**src/rtl/cipher_ctrl_pkg.sv**
```systemverilog
`timescale 1ns/1ps
package cipher_ctrl_pkg;
  localparam int MODE_W   = 6;
  localparam int KEYLEN_W = 3;
  localparam int CTRL_W   = 2 + MODE_W + KEYLEN_W + 1;

  localparam logic [MODE_W-1:0]   MODE_NONE = 6'h20;
  localparam logic [KEYLEN_W-1:0] KEY_256   = 3'b100;
  localparam logic [KEYLEN_W-1:0] KEY_192   = 3'b010;

  // bit 11 zero-mask, bit 10 manual, 9:7 key length, 6:1 mode, 0 direction
  typedef struct packed {
    logic                zero_mask;
    logic                manual;
    logic [KEYLEN_W-1:0] keylen;
    logic [MODE_W-1:0]   mode;
    logic                decrypt;
  } ctrl_t;

  localparam ctrl_t CTRL_RESET = '{zero_mask: 1'b0, manual: 1'b0,
                                   keylen: KEY_256, mode: MODE_NONE,
                                   decrypt: 1'b0};

  function automatic logic [MODE_W-1:0] clean_mode(input logic [MODE_W-1:0] m);
    return ($countones(m) == 1) ? m : MODE_NONE;
  endfunction

  function automatic logic [KEYLEN_W-1:0] clean_keylen(
      input logic [KEYLEN_W-1:0] k, input bit allow192);
    if ($countones(k) != 1)            return KEY_256;
    if (!allow192 && (k == KEY_192))   return KEY_256;
    return k;
  endfunction
endpackage

```
**src/rtl/cipher_ctrl_clean.sv**
```systemverilog
`timescale 1ns/1ps
module cipher_ctrl_clean
  import cipher_ctrl_pkg::*;
#(
  parameter bit Allow192 = 1'b1
) (
  input  logic [CTRL_W-1:0] raw_i,
  output ctrl_t             clean_o
);
  ctrl_t raw;
  assign raw = ctrl_t'(raw_i);

  always_comb begin
    clean_o        = raw;
    clean_o.mode   = clean_mode(raw.mode);
    clean_o.keylen = clean_keylen(raw.keylen, Allow192);
  end

  always_comb begin
    a_r5_mode_onehot: assert ($countones(clean_o.mode) == 1);
    a_r6_keylen_onehot: assert ($countones(clean_o.keylen) == 1);
  end
endmodule

```
**src/rtl/cipher_ctrl_stage.sv**
```systemverilog
`timescale 1ns/1ps
module cipher_ctrl_stage
  import cipher_ctrl_pkg::*;
(
  input  logic  clk_i,
  input  logic  rst_ni,
  input  logic  accept_i,
  input  ctrl_t cand_i,
  output logic  staged_o,
  output logic  match_o,
  output logic  mismatch_o
);
  ctrl_t stage_q;
  logic  staged_q;

  assign match_o    = accept_i && staged_q && (cand_i == stage_q);
  assign mismatch_o = accept_i && staged_q && (cand_i != stage_q);
  assign staged_o   = staged_q;

  always_ff @(posedge clk_i or negedge rst_ni) begin
    if (!rst_ni) begin
      staged_q <= 1'b0;
      stage_q  <= CTRL_RESET;
    end else if (accept_i) begin
      staged_q <= !staged_q;
      if (!staged_q) stage_q <= cand_i;
    end
  end

  a_r4_second_write_empties: assert property (@(posedge clk_i) disable iff (!rst_ni)
    (accept_i && staged_q) |=> !staged_q);
  a_r2_first_write_stages: assert property (@(posedge clk_i) disable iff (!rst_ni)
    (accept_i && !staged_q) |=> staged_q);
endmodule

```
**src/rtl/cipher_ctrl_shadow.sv**
```systemverilog
`timescale 1ns/1ps
module cipher_ctrl_shadow
  import cipher_ctrl_pkg::*;
#(
  parameter bit Allow192  = 1'b1,
  parameter int BusWidth  = 32
) (
  input  logic                clk_i,
  input  logic                rst_ni,
  input  logic                wr_en_i,
  input  logic [CTRL_W-1:0]   wr_data_i,
  input  logic                engine_idle_i,
  input  logic                err_test_i,
  output logic [BusWidth-1:0] rd_data_o,
  output logic                upd_err_o
);
  localparam int PadW = BusWidth - CTRL_W;

  ctrl_t cand, committed_q;
  logic  wr_accept, staged, wr_match, wr_mismatch, err_q;

  assign wr_accept = wr_en_i && engine_idle_i;

  cipher_ctrl_clean #(.Allow192(Allow192)) u_clean (
    .raw_i   (wr_data_i),
    .clean_o (cand)
  );

  cipher_ctrl_stage u_stage (
    .clk_i      (clk_i),
    .rst_ni     (rst_ni),
    .accept_i   (wr_accept),
    .cand_i     (cand),
    .staged_o   (staged),
    .match_o    (wr_match),
    .mismatch_o (wr_mismatch)
  );

  always_ff @(posedge clk_i or negedge rst_ni) begin
    if (!rst_ni) begin
      committed_q <= CTRL_RESET;
      err_q       <= 1'b0;
    end else begin
      if (wr_match) committed_q <= cand;
      err_q <= wr_mismatch || err_test_i;
    end
  end

  assign rd_data_o = {{PadW{1'b0}}, committed_q};
  assign upd_err_o = err_q;

  a_r8_busy_write_ignored: assert property (@(posedge clk_i) disable iff (!rst_ni)
    (wr_en_i && !engine_idle_i) |=> ($stable(committed_q) && $stable(staged)));
  a_r2_first_write_no_commit: assert property (@(posedge clk_i) disable iff (!rst_ni)
    (wr_accept && !staged) |=> $stable(rd_data_o));
  a_r4_mismatch_raises_err: assert property (@(posedge clk_i) disable iff (!rst_ni)
    wr_mismatch |=> (upd_err_o && $stable(rd_data_o)));
  a_r9_test_raises_err: assert property (@(posedge clk_i) disable iff (!rst_ni)
    err_test_i |=> upd_err_o);
  a_r4_err_has_cause: assert property (@(posedge clk_i) disable iff (!rst_ni)
    (!wr_mismatch && !err_test_i) |=> !upd_err_o);
endmodule

```
**config.mk**
```make
export PLATFORM = sky130hd
export DESIGN_NAME = cipher_ctrl_shadow
export DESIGN_NICKNAME = d
export VERILOG_FILES = /design/src/rtl/cipher_ctrl_pkg.sv /design/src/rtl/cipher_ctrl_clean.sv /design/src/rtl/cipher_ctrl_stage.sv /design/src/rtl/cipher_ctrl_shadow.sv
export SDC_FILE = /design/constraint.sdc
export NUM_CORES = 1
export LEC_CHECK = 0
export CORE_ASPECT_RATIO = 2
export CORE_MARGIN = 4
export CORE_UTILIZATION = 40
export CTS_CLUSTER_DIAMETER = 60
export DETAILED_ROUTE_END_ITERATION = 6
export GPL_ROUTABILITY_DRIVEN = 1
export HOLD_SLACK_MARGIN = 0.1
export PLACE_DENSITY = 0.7
export SETUP_SLACK_MARGIN = 0.05
export SLEW_MARGIN = 15
export SYNTH_ARGS = -nofsm -noshare
export SYNTH_HDL_FRONTEND = slang
export SYNTH_SLANG_ARGS = --single-unit
```
**constraint.sdc**
```tcl
create_clock -name clk_i -period 3.52 [get_ports clk_i]
set_clock_uncertainty 0.1 [all_clocks]
set_input_delay 0.352 -clock clk_i [delete_from_list [all_inputs] [get_ports clk_i]]
set_output_delay 0.352 -clock clk_i [all_outputs]
set_load 0.1 [all_outputs]
```
* Word-level counts from Yosys, hierarchy flattened
Index checks and enable logic that the tools add are counted. W data, S select, Z words.
Storage, ports and cells: register bits after elaboration 26, bits of input ports 17, word-level logic and storage cells 35
Cells by class: $add $sub $neg 7, equal/unequal tests 4, multiplexer cells 4, bitwise operators 1, reductions and logical operators 7
Operator list (count):
- $add A32 B32 Y32 | 2
- $add A32 B1 Y32 | 1
- $eq A32 B2 Y1 const B | 1
- $ne A32 B2 Y1 const B | 1
- $eq A12 B12 Y1 | 1
- $ne A12 B12 Y1 | 1
- $add A1 B1 Y2 | 4
- $mux W3 | 2
- $mux W6 | 1
- $logic_and A1 B1 Y1 | 4
- $reduce_and A2 Y1 | 1
- $logic_not A1 Y1 | 1
- $logic_or A1 B1 Y1 | 1
- $mux W1 | 1
- $not A1 Y1 | 1

* Longest topological paths before layout
Gate-level depths: netlist of run 1.
depth in word-level cells 8, mapped depth 12, depth with buffers taken out 11

* By module
From an unflattened synthesis of run 1, not the netlist that was laid out.
Unflattened totals: cell total of the unflattened synthesis 132, area, all modules 1665.3 um^2
By module, submodules not included:
- cipher_ctrl_stage | instances 1, cells each 46, area each 696.9 um^2, sequential area each 327.8 um^2
- cipher_ctrl_shadow | instances 1, cells each 49, area each 678.2 um^2, sequential area each 327.8 um^2
- cipher_ctrl_clean | instances 1, cells each 37, area each 290.3 um^2, sequential area each 0.0 um^2

* Worst setup path after synthesis of run 1
No wires, ideal clock.
path type input-to-reg, from input wr_data_i[5], to register committed_q, in the netlist rd_data_o[0], setup time 0.125 ns, data arrival time 3.122 ns, data required time 3.295 ns, slack 0.173 ns, stages on the path 10, cells stage by stage ha_1 fa_1 ha_1 nor4_4 nand2b_2 o311a_1 nor4_4 nand3_2 buf_6 mux2_4
On the way: cells in the longest elaborated chain, start to end 6
RTL lines:
- start: declaration | RTL line cipher_ctrl_shadow.sv:11 | input logic [CTRL_W-1:0] wr_data_i,
- $add A1 B1 Y2 (implied by the code) | RTL line cipher_ctrl_pkg.sv:25 | return ($countones(m) == 1) ? m : MODE_NONE;
- $add A32 B32 Y32 (implied by the code) | RTL line cipher_ctrl_pkg.sv:25
- $eq A32 B2 Y1 | RTL line cipher_ctrl_pkg.sv:25
- $mux W6 * | RTL line cipher_ctrl_pkg.sv:25
- $eq A12 B12 Y1 * | RTL line cipher_ctrl_stage.sv:16 | assign match_o = accept_i && staged_q && (cand_i == stage_q);
- $logic_and A1 B1 Y1 * | RTL line cipher_ctrl_stage.sv:16
- end signal: assignment | RTL line cipher_ctrl_shadow.sv:44 | if (wr_match) committed_q <= cand;
- end: declaration | RTL line cipher_ctrl_shadow.sv:19 | ctrl_t cand, committed_q;
Mark *: on every way between the ends. The rest lies on a longest branch, timed or not. A chain may end at the register's enable or synchronous reset.

* Worst setup path after layout of run 1
from input wr_data_i[1], to register committed_q, in the netlist rd_data_o[5]
On the way: cells in the longest elaborated chain, start to end 7
RTL lines (RTL line):
- $add A1 B1 Y2 (implied by the code) | cipher_ctrl_pkg.sv:25
- $add A32 B32 Y32 (implied by the code) (2 in a row) | cipher_ctrl_pkg.sv:25
- $eq A32 B2 Y1 | cipher_ctrl_pkg.sv:25
- $mux W6 * | cipher_ctrl_pkg.sv:25
- $eq A12 B12 Y1 | cipher_ctrl_stage.sv:16
- $logic_and A1 B1 Y1 | cipher_ctrl_stage.sv:16
Marks and branches as above.

==> results of run 1 <==
-- power breakdown --
group | internal (µW) | leakage, µW | switching [µW] | total [µW]
clock network | 100 | 0.0000288 | 94.7 | 195
logic | 218 | 0.000753 | 481 | 700
registers | 373 | 0.000316 | 45.6 | 418
-- stage by stage --
stage,hold slack (ps),util (%),power (µW),cells,cell area [µm²]
6_report,379.3,54.92,1313,242,2111
5_1_grt,405.4,54.92,1376,242,2111
4_1_cts,381.6,53.16,1303,239,2043
3_5_place_dp,370.1,51.73,1110,235,1988
3_3_place_gp,360.5,51.73,1093,235,1988
2_1_floorplan,-43.59,-,948.0,159,1660
-- sequential cells by signal (all words and copies together) (netlist names) --
| register | cells |
|---|---|
| u_stage.stage_q | 12 |
| u_stage.staged_o | 1 |
| rd_data_o | 12 |
| upd_err_o | 1 |
-- layer usage --
layer	GRT usage (%)	vias to the layer above	wire length, µm
met5	0	-	0
met4	6.693	0	89
met3	1.382	7	85
met2	25.96	23	1945
met1	15.84	541	1144
li1	-	526	-
-- timing repair --
item                                    4_1_cts  5_1_grt
resized for setup                             0       14
setup buffers                                 0        2
hold buffers                                  0        1
gates cloned                                  0        0
pin swaps                                     1        6
endpoints found under the hold margin         0       22
endpoints found under the setup margin       10       12
-- placed cells by master (no fill, tap or decap), types with 2 or more instances in the layout --
cell type | synthesis | final
buf_4 | 20 | 19
buf_6 | 1 | 2
clkbuf_8 | 0 | 4
clkdlybuf4s50_1 | 0 | 22
conb_1 | 1 | 20
dfrtp_1 | 22 | 22
dfstp_2 | 4 | 4
dlymetal6s2s_1 | 0 | 6
fa_1 | 3 | 2
ha_1 | 7 | 4
ha_2 | 0 | 2
inv_1 | 13 | 12
mux2_1 | 7 | 7
mux2_2 | 2 | 2
mux2_4 | 5 | 5
mux2i_1 | 5 | 5
nand2_1 | 13 | 13
nor4_4 | 2 | 2
nor4bb_1 | 2 | 2
o21ai_1 | 5 | 5
xnor2_1 | 8 | 8
-- path summary, 6_finish.rpt --
path | slack, ps | cells past startpoint | endpoint | from
max | 380 | 12 | rd_data_o[5]$_DFFE_PN0P_ | wr_data_i[1]
max in group asynchronous | 2430 | 2 | u_stage.stage_q[7]$_DFFE_PN0P_ | rst_ni
max reg2reg | 1580 | 7 | rd_data_o[5]$_DFFE_PN0P_ | u_stage.stage_q[2]$_DFFE_PN0P_
min in group asynchronous | 510 | 2 | rd_data_o[8]$_DFFE_PN0P_ | rst_ni
min | 380 | 2 | u_stage.stage_q[9]$_DFFE_PN1P_ | u_stage.stage_q[9]$_DFFE_PN1P_
min reg2reg | 380 | 2 | u_stage.stage_q[9]$_DFFE_PN1P_ | u_stage.stage_q[9]$_DFFE_PN1P_
-- cell type report --
type                            count  area [µm²]
Multi-Input combinational cell     97       812.0
Tap cell                           51       63.81
Clock buffer                        4       55.05
Sequential cell                    26       655.6
Inverter                           13       48.80
Fill cell                         358        1733
Timing Repair Buffer               51       475.5
-- cells by family (layout without fill, tap and decap cells) --
| logic type | count (synthesis) | after routing |
|---|---|---|
| buffers and inverters | 36 | 68 |
| and+or+nand+nor | 28 | 28 |
| DFF | 26 | 26 |
| muxes | 19 | 19 |
| AOI/OAI and AO/OA | 12 | 12 |
| adders and majority gates | 10 | 10 |
| xor gates and xnor gates | 8 | 8 |
| other | 1 | 20 |
-- critical path: stages --
cell	delay, ps
dlymetal6s2s_1	140
ha_2	190
fa_1	590
ha_4	220
nor4_4	290
buf_4	170
and3_2	180
o211ai_1	140
nor4_4	310
nand3_2	140
buf_6	150
mux2_1	310
==> flow_summary.yaml, run 1 <==
status:
  status: "completed"
timing:
  hold_viol: 0
  max_freq_mhz: 318.4
  tns_ps: 0
  fin_crit_ps: 3141
  max_slew.worst_pin.slew_ps: 995.8
  slew_headroom_pct: 33.41
  slew_viol_final: 0
  period_share_pct: 89.22
  setup_viol: 0
  setup_ws_ps: 379.3
  rsz0062_at_grt: "false"
clocking:
  clk_pin_slew_ps: 90
  clkSinkCount: 26
  clkLatencyLatePin_ps: 280
  cts_root_buf: "clkbuf_8"
  numCtsBuffers: 3
  h-tree-depth: 1
  clk_path_buf_depth: 2
  cts_tree: "built"
worst_setup_path:
  cp-start-kind: "input port"
  end_kind: "flip-flop"
  path_class: "in2reg"
  arrival_ps: 3200
  crit_required_ps: 3580
  path_max_fanout: 4
synthesis:
  synthCells: 140
  ys_top_cells_by_area: "dfrtp_1 (35%), buf_4 (9.4%), dfstp_2 (6.6%)"
  synthXorXnorAreaFrac_pct: 4.409
  ys_seq_area_share_pct: 41.26
  synthSimpleGateAreaFrac_pct: 11.97
  synth_common_cells: "dfrtp_1 (22), buf_4 (20), inv_1 (13), nand2_1 (13), xnor2_1 (8)"
  ys.flop_type: "dfrtp_1"
  synth-seq-cells: 26
  synthesis.area_mm2: 0.001589
  synth_top_area_share_pct: 34.65
  yosysMostFrequentCell: "dfrtp_1"
  synth_warnings: 0
  synth_cell_types: 36
  synth-edff-count: 0
  synth_top_area_cell: "dfrtp_1"
  muxShareOfSynthArea_pct: 14.25
  syn_avg_cell_area_um2: 11.35
  synth-compound-area-share_pct: 4.882
  ys_async_sr_fraction_pct: 100.0
  synth_top_family_by_area: "multiplexers"
  synth_fa_ha_area_share_pct: 9.291
floorplan:
  die_y_um: 97.14
  fp.dieW_um: 52.57
  initial_utilization_pct: 41.34
  core_region_area_mm2: 0.003844
  dieArea_mm2: 0.005106
  io_pins: 50
  rows: 32
global_routing:
  grt_max_degree: 27
  overflow: 0
  grt_pass1_vias: 1225
  grtUsageTotal_pct: 14.37
  antenna_found_initial: 0
  grt_pass1_wl_mm: 5.520
min_path:
  hold_path.class: "reg2reg"
power:
  ir_drop_v: 0.0004356
  powerDensity_mw_per_mm2: 622.0
  p_leak_uw: 0.001098
place:
  dp_hpwl_mm: 2.645
  io_buffers: 29
  gp_congestion: 0.7687
  place_ws_ps: -300.6
drt:
  initialDrtViolationCount: 9
  drt_wl_total_mm: 3.265
  drt_first_pass_iters: 2
  num_vias: 1097
  antenna_left: 0
  routed_via_density: 4.533
  wl_per_cell_um: 13.49
  drc: 0
cells_and_area:
  final_nets: 219
  drive_gt1_share_pct: 25.65
  syn_to_final_growth_pct: 32.83
  diodes: 0
run:
  drv_cap: 0
Power figures use the tool's default switching activity.
==> run 2, diff against run 1 <==
--- a/config.mk
+++ b/config.mk
@@ -5,6 +5,7 @@
 export SDC_FILE = /design/constraint.sdc
 export NUM_CORES = 1
 export LEC_CHECK = 0
+export CAP_MARGIN = 20
 export CORE_ASPECT_RATIO = 2
 export CORE_MARGIN = 4
 export CORE_UTILIZATION = 40
==> run 2 against run 1 <==
Against the previous run: core utilization fell by 0.098 points; via count fell by 1.4%; design area fell by 0.18%; non-clock buffer count did not move; fmax fell by 1.5%; cell count fell by 0.41%; sequential share of layout area rose by 0.055 points; clock power fell by 15%; critical path depth did not move; combinational power barely moved; largest power group unchanged; register-to-register slack barely moved; count of clock-buffer cells in the layout fell by 1.
==> flow_summary.yaml, run 2 (same netlist as run 1, synthesis figures left out) <==
status:
  status: "completed"
floorplan:
  rows: 32
  core_region_area_mm2: 0.003844
  initial_utilization_pct: 41.34
  fp.dieW_um: 52.57
  dieArea_mm2: 0.005106
  io_pins: 50
  die_y_um: 97.14
clocking:
  numCtsBuffers: 3
  h-tree-depth: 1
  clkSinkCount: 26
  clk_pin_slew_ps: 90
  clk_path_buf_depth: 2
  clkLatencyLatePin_ps: 270
  cts_tree: "built"
  cts_root_buf: "clkbuf_8"
worst_setup_path:
  worstReg2RegEnd: "rd_data_o[5]$_DFFE_PN0P_"
  r2r_cells: 7
  path_max_fanout: 4
  cp-start-kind: "input port"
  slowest_delay_ps: 590
  critPathSlowestCell: "fa_1"
  crit_required_ps: 3580
  path_class: "in2reg"
  end_kind: "flip-flop"
  reg2reg_from: "u_stage.stage_q[2]$_DFFE_PN0P_"
  cpMostUsedCell: "nor4_4"
  crit_chain: "dlymetal6s2s_1 > ha_2 > fa_1 > ha_4 > nor4_4 > buf_4 > and3_2 > o211ai_1 > nor4_4 > nand3_2 > buf_6 > mux2_1"
  ff2ff_setup_slack_ps: 1570
  arrival_ps: 3250
cells_and_area:
  final_cell_mix: "clkdlybuf4s50_1 (23), dfrtp_1 (22), conb_1 (20), buf_4 (19), nand2_1 (13)"
  final_core_util_pct: 54.82
  final_cells: 241
  syn_to_final_growth_pct: 32.60
  drive_gt1_share_pct: 25.26
  final_common_cell: "clkdlybuf4s50_1"
  diodes: 0
  final_nets: 219
  n_fill_cell: 343
timing:
  setup_viol: 0
  hold_viol: 0
  setup_ws_ps: 331.5
  fin_crit_ps: 3189
  whs_ps: 291.1
  max_freq_mhz: 313.6
  period_share_pct: 90.58
  rsz0062_at_grt: "false"
  max_slew.worst_pin.slew_ps: 990.4
  slew_headroom_pct: 33.77
  slew_viol_final: 0
drt:
  routed_via_density: 4.490
  wl_per_cell_um: 13.49
  num_vias: 1082
  initialDrtViolationCount: 22
  drt_first_pass_iters: 4
  drc: 0
  antenna_left: 0
  drt_wl_total_mm: 3.252
place:
  gp_congestion: 0.7687
  place_ws_ps: -291.9
  placed_cells: 236
  io_buffers: 29
  dp_hpwl_mm: 2.682
power:
  powerDensity_mw_per_mm2: 611.0
  ir_drop_v: 0.0003927
  p_leak_uw: 0.001094
global_routing:
  antenna_found_initial: 0
  grtUsageTotal_pct: 14.11
  grt_pass1_wl_mm: 5.457
  grt_pass1_vias: 1239
  grt_max_degree: 19
  overflow: 0
min_path:
  hold_path.class: "in2async"
run:
  drv_cap: 0
-- run 2: cell types whose count changed in the layout (fill, tap and decap cells not counted) --
cell and change:
clkdlybuf4s50_1 +1, dlygate4sd3_1 -1, buf_8 +1, buf_2 -1
clkbuf_8 -1
-- run 2: how the worst max path moves through the flow --
| stage | end | slack, ps | start | cells after the start |
|---|---|---|---|---|
| 3_3_place_gp | rd_data_o[8]$_DFFE_PN0P_ | -220 | wr_data_i[5] | 13 |
| 6_report | rd_data_o[5]$_DFFE_PN0P_ | 330 | wr_data_i[1] | 12 |
| 5_1_grt | rd_data_o[5]$_DFFE_PN0P_ | 160 | wr_data_i[7] | 12 |
| 2_1_floorplan | rd_data_o[0]$_DFFE_PN0P_ | 170 | wr_data_i[5] | 10 |
| 4_1_cts | rd_data_o[5]$_DFFE_PN0P_ | 130 | wr_data_i[5] | 13 |
| 3_5_place_dp | rd_data_o[5]$_DFFE_PN0P_ | -290 | wr_data_i[5] | 13 |
-- run 2: metal layers --
| metal | up-vias | GRT usage (%) | wire length, µm |
|---|---|---|---|
| li1 | 528 | - | - |
| met1 | 518 | 14.67 | 1144 |
| met2 | 29 | 26.34 | 1917 |
| met3 | 7 | 1.843 | 109 |
| met4 | 0 | 5.906 | 80 |
| met5 | - | 0 | 0 |
-- run 2: power breakdown --
group          switching (µW)  leakage (µW)  internal [µW]  total (µW)
Sequential               45.6      0.000316            373         418
Combinational             481      0.000756            221         703
Clock                    89.4     0.0000216           76.7         166
-- run 2: repair_timing --
item,in CTS,in global routing
setup endpoints to repair,10,11
gates resized for setup,0,14
pin swaps,1,6
hold endpoints to repair,0,0
buffers inserted,0,2
hold buffers,0,0
-- run 2: final cells by class --
type                            instances  area [µm²]  share of cell area, %
Clock buffer                            3       41.29                  1.960
Inverter                               13       48.80                  2.316
Multi-Input combinational cell         97       812.0                  38.54
Sequential cell                        26       655.6                  31.12
Tap cell                               51       63.81                  3.029
Timing Repair Buffer                   51       485.5                  23.04
-- run 2: worst max-delay path, delay by kind of cell --
kind	cells	cell delay, ps
fa+ha+maj	3	1010
compound gates	1	140
simple gates	4	960
mux	1	310
buf+inv	3	460
-- run 2: metrics by stage --
stage | total power [µW] | TNS, ps | instance area (µm²)
floorplan | 948.0 | 0 | 1660
finish | 1287 | 0 | 2107
global route | 1351 | 0 | 2107
CTS | 1273 | 0 | 2044
detailed placement | 1111 | -2952 | 2003
global placement | 1093 | -2239 | 1988
